<file path="config.mk">
export PLATFORM = sky130hd
export DESIGN_NAME = stsreg_guard
export DESIGN_NICKNAME = d
export VERILOG_FILES = /design/src/rtl/stsreg_pkg.sv /design/src/rtl/stsreg_arb.sv /design/src/rtl/stsreg_timer.sv /design/src/rtl/stsreg_regs.sv /design/src/rtl/stsreg_guard.sv
export SDC_FILE = /design/constraint.sdc
export NUM_CORES = 1
export LEC_CHECK = 0
export ABC_AREA = 1
export ABC_CLOCK_PERIOD_IN_PS = 2700
export BUFFER_PORTS_ARGS = -buffer_cell sky130_fd_sc_hd__buf_2
export CAP_MARGIN = 25
export CORE_ASPECT_RATIO = 1.25
export CORE_MARGIN = 5
export CORE_UTILIZATION = 47
export CTS_CLUSTER_DIAMETER = 120
export DETAILED_ROUTE_END_ITERATION = 8
export HOLD_SLACK_MARGIN = 0.12
export PLACE_DENSITY_LB_ADDON = 0.3
export SLEW_MARGIN = 20
export SYNTH_ARGS = -nofsm -noshare
export SYNTH_HDL_FRONTEND = slang
export SYNTH_HIERARCHICAL = 1
export SYNTH_SLANG_ARGS = --single-unit
</file>
<file path="constraint.sdc">
create_clock -name clk -period 2.7 [get_ports clk]
set_clock_uncertainty 0.1 [all_clocks]
set_input_delay 0 -clock clk [delete_from_list [all_inputs] [get_ports clk]]
set_output_delay 0 -clock clk [all_outputs]
set_load 0.03 [all_outputs]
</file>
<file path="src/rtl/stsreg_pkg.sv">
package stsreg_pkg;

  typedef enum logic [2:0] {
    OP_NONE  = 3'd0,
    OP_WRITE = 3'd1,
    OP_WRSR  = 3'd2,
    OP_CLR   = 3'd3,
    OP_SET   = 3'd4
  } op_e;

  typedef struct packed {
    logic       wpen;
    logic [1:0] bp;
  } nvbits_t;

  // Lowest protected address for a code; span = array size in bytes.
  function automatic logic region_locked(logic [1:0] bp, int unsigned addr,
                                         int unsigned span);
    int unsigned base;
    case (bp)
      2'b01:   base = span - span / 4;
      2'b10:   base = span / 2;
      2'b11:   base = 0;
      default: base = span;
    endcase
    return addr >= base;
  endfunction

  function automatic logic [7:0] status_view(logic busy, nvbits_t nv, logic wel);
    if (busy) return 8'hFF;
    return {nv.wpen, 3'b000, nv.bp, wel, 1'b0};
  endfunction

endpackage

</file>
<file path="src/rtl/stsreg_arb.sv">
module stsreg_arb
  import stsreg_pkg::*;
(
  input  logic cmd_set_wel,
  input  logic cmd_clr_wel,
  input  logic cmd_wrsr,
  input  logic cmd_write,
  input  logic busy,
  input  logic wel,
  input  logic locked,
  output op_e  op,
  output logic start,
  output logic permit
);

  always_comb begin
    op = OP_NONE;
    if (!busy) begin
      if (cmd_write)        op = OP_WRITE;
      else if (cmd_wrsr)    op = OP_WRSR;
      else if (cmd_clr_wel) op = OP_CLR;
      else if (cmd_set_wel) op = OP_SET;
    end
  end

  assign permit = wel && !busy && !locked;
  assign start  = ((op == OP_WRITE) && permit) || ((op == OP_WRSR) && wel);

endmodule

</file>
<file path="src/rtl/stsreg_timer.sv">
module stsreg_timer #(
  parameter int CYCLE_CLKS = 64
) (
  input  logic clk,
  input  logic rst_n,
  input  logic start,
  output logic busy,
  output logic cycle_end
);

  localparam int CNT_W = (CYCLE_CLKS > 1) ? $clog2(CYCLE_CLKS) : 1;

  logic [CNT_W-1:0] remain_q;

  always_ff @(posedge clk or negedge rst_n) begin
    if (!rst_n) begin
      busy     <= 1'b0;
      remain_q <= '0;
    end else if (start) begin
      busy     <= 1'b1;
      remain_q <= CNT_W'(CYCLE_CLKS - 1);
    end else if (busy) begin
      if (remain_q == '0) busy <= 1'b0;
      else                remain_q <= remain_q - 1'b1;
    end
  end

  assign cycle_end = busy && (remain_q == '0);

endmodule

</file>
<file path="src/rtl/stsreg_regs.sv">
module stsreg_regs
  import stsreg_pkg::*;
(
  input  logic       clk,
  input  logic       rst_n,
  input  op_e        op,
  input  logic       start,
  input  logic       cycle_end,
  input  logic [7:0] wrsr_data,
  output nvbits_t    nv,
  output logic       wel
);

  logic unused_data_bits;
  assign unused_data_bits = ^{wrsr_data[6:4], wrsr_data[1:0]};

  always_ff @(posedge clk or negedge rst_n) begin
    if (!rst_n) begin
      wel <= 1'b0;
    end else if (cycle_end) begin
      wel <= 1'b0;
    end else if (op == OP_SET) begin
      wel <= 1'b1;
    end else if (op == OP_CLR) begin
      wel <= 1'b0;
    end
  end

  always_ff @(posedge clk or negedge rst_n) begin
    if (!rst_n) begin
      nv <= '0;
    end else if (start && (op == OP_WRSR)) begin
      nv.wpen <= wrsr_data[7];
      nv.bp   <= wrsr_data[3:2];
    end
  end

endmodule

</file>
<file path="src/rtl/stsreg_guard.sv">
module stsreg_guard
  import stsreg_pkg::*;
#(
  parameter int ADDR_W     = 13,
  parameter int CYCLE_CLKS = 64
) (
  input  logic              clk,
  input  logic              rst_n,
  input  logic              cmd_set_wel,
  input  logic              cmd_clr_wel,
  input  logic              cmd_wrsr,
  input  logic [7:0]        wrsr_data,
  input  logic              cmd_write,
  input  logic [ADDR_W-1:0] write_addr,
  output logic [7:0]        status_byte,
  output logic              busy,
  output logic              wr_permit
);

  localparam int unsigned SPAN = 1 << ADDR_W;

  op_e     op;
  logic    start;
  logic    cycle_end;
  logic    wel_q;
  logic    locked;
  nvbits_t nv_q;

  assign locked = region_locked(nv_q.bp, int'(write_addr), SPAN);

  stsreg_arb u_arb (
    .cmd_set_wel (cmd_set_wel),
    .cmd_clr_wel (cmd_clr_wel),
    .cmd_wrsr    (cmd_wrsr),
    .cmd_write   (cmd_write),
    .busy        (busy),
    .wel         (wel_q),
    .locked      (locked),
    .op          (op),
    .start       (start),
    .permit      (wr_permit)
  );

  stsreg_timer #(.CYCLE_CLKS(CYCLE_CLKS)) u_timer (
    .clk       (clk),
    .rst_n     (rst_n),
    .start     (start),
    .busy      (busy),
    .cycle_end (cycle_end)
  );

  stsreg_regs u_regs (
    .clk       (clk),
    .rst_n     (rst_n),
    .op        (op),
    .start     (start),
    .cycle_end (cycle_end),
    .wrsr_data (wrsr_data),
    .nv        (nv_q),
    .wel       (wel_q)
  );

  assign status_byte = status_view(busy, nv_q, wel_q);

endmodule

</file>
==> impl_metrics.ini <==
[pwr]
power_mw = 0.328
ir_drop_uv = 251
power.leakage_nw = 0.649
p_per_area_nw_per_um2 = 283

[detailed_routing]
vias = 915
drcViolationCount = 0
wl_per_cell_um = 10.5
first_pass_iters = 4
viasPerCell = 4.82
wl_um = 1990
drt_first_iter_violations = 2
drtAntennaViolNets = 0

[outcome]
outcome = finished clean

[floorplan]
rows = 17
io_pins = 37
core_area_um2 = 1810
die_h_um = 59.0
die_x_um = 49.2
die_area_um2 = 2900
start_util = 0.498

[cts]
root_buffer = clkbuf_4
cts_buffers = 3
holdBufCountCts = 8
cts_setup_buffers = 0
tritoncts = yes
cts.sinks = 11
htree_levels = 1
cts_buffer_depth = 2
cts_resized = 0
path_clk_slew_ns = 0.07
insertion_delay_ns = 0.27

[yosys]
synth.top_cells.by_area = dfrtp_1, nand2_1, inv_1, ha_1, nand3_1
syn_nets = 165
ys_types = 20
yosysWarnings = 6
syn_area_um2 = 901
synth_top_area_share = 0.306
synth.avg_cell_area_um2 = 6.82
ys_seq_area_frac = 0.306
syn-instance-count = 132
yosysTopAreaCell = dfrtp_1
ys_ff_latch = 11

[layout]
stdcell_count = 190
syn2layout_area_growth_pct = 28.3
mostFrequentLayoutCell = nand2_1
drive_gt1_frac = 0.304
fin_nets = 205
diodes = 0
layout_common_cells = nand2_1, buf_2, inv_1, nor2_1

[global_route]
grt-ovfl-total = 0
grtUsageTotal = 0.152
antenna_found_initial = 0
grt_max_degree = 18
grt_first_pass_wirelength_um = 3460
grt_pass1_vias = 841

[setup_path]
start_kind = register
cp.arrival_ns = 2.37
critical_path_class = register to register
worst-path-max-fanout = 7
crit_path_end_kind = register
required_ns = 2.80

[sta]
tns_ns = 0
setup_violations = 0
worstMarginPinSlew_ns = 0.538
fin_hold_ws_ns = 0.137
period_minus_slack_ns = 2.27
drv_slew = 0
maxSlewHeadroom = 0.641
fmax_mhz = 440
setup_slack_ns = 0.429
rsz0062_at_grt = false
finalCritPeriodShare = 0.841
hold_viol_final = 0

[placed_design]
dp.final_hpwl_um = 1520
numPortBuffers = 31
dp_slack_ns = 0.403
placed_cells = 178
gp_congestion = 0.861

[worst_hold_path]
hold_class = primary input to register

[run]
cap_violations = 0
## registers in the layout, indices dropped and copies added (netlist names)
register	flops
u_timer/remain_q	6
u_regs/wel	1
u_timer/busy	1
u_regs/nv	3
## cell families after synthesis
group	Yosys count	share of synthesized area
adder cells (fa/ha/maj)	6	0.0833
buffers and inverters	29	0.138
flip-flops	11	0.306
AND/OR/NAND/NOR	79	0.419
AO/OA/AOI/OAI	7	0.0542
## layout make-up
class / count / area (µm²)
repair buffers: 39 / 235
flip-flops and latches: 11 / 275
inverters: 25 / 93.8
fillers: 167 / 652
clock buffers: 4 / 26.3
multi-input cells: 92 / 502
well taps: 19 / 23.8
## worst paths after layout
kind | from | to | slack (ns) | depth (start not counted)
max reg2reg | u_regs/nv[0] | u_timer/remain_q[3] | 0.43 | 15
min | cmd_clr_wel | u_regs/wel | 0.14 | 8
max | u_regs/nv[0] | u_timer/remain_q[3] | 0.43 | 15
max in group asynchronous | rst_n | u_regs/nv[1] | 1.50 | 3
min reg2reg | u_regs/nv[2] | u_regs/nv[2] | 0.37 | 2
min in group asynchronous | rst_n | u_timer/remain_q[4] | 0.65 | 3
## Yosys cell counts (all sizes together)
| cell | count |
|---|---|
| nand2 | 42 |
| buf | 4 |
| ha | 6 |
| nand3 | 12 |
| nor3 | 1 |
| inv | 25 |
| or2 | 2 |
| nor4 | 1 |
| o21bai | 1 |
| nand4 | 1 |
| dfrtp | 11 |
| o21ai | 3 |
| a21oi | 3 |
| nor2 | 20 |
## metrics by stage
step	util	instance area, µm²
floorplan	-	901
global placement	0.581	1050
detailed placement	0.581	1050
CTS	0.639	1160
global route	0.639	1160
finish	0.639	1160
## critical path, stage by stage (launching register included)
cell	delay, ns
dfrtp_1	0.37
inv_1	0.07
ha_1	0.27
inv_1	0.04
ha_1	0.26
nand2_1	0.10
nor2_1	0.04
a21oi_1	0.11
nand2_1	0.08
nor3_2	0.16
nand2_1	0.06
nand2_1	0.11
inv_1	0.15
nand2_4	0.15
nand2_1	0.07
o21ai_2	0.05
## where the power goes
group / internal (mW) / total, mW / switching [mW]
logic: 0.0253 / 0.0466 / 0.0212
clock network: 0.0574 / 0.113 / 0.0555
registers: 0.167 / 0.168 / 0.00126
total: 0.250 / 0.328 / 0.0780
## metal layers
| layer | vias to the layer above | global-route usage | routed length (µm) |
|---|---|---|---|
| li1 | 478 | - | - |
| met1 | 397 | 0.155 | 774 |
| met2 | 33 | 0.269 | 974 |
| met3 | 7 | 0.0380 | 184 |
| met4 | 0 | 0.104 | 57 |
| met5 | - | 0 | 0 |
Power figures use the tool's default switching activity.
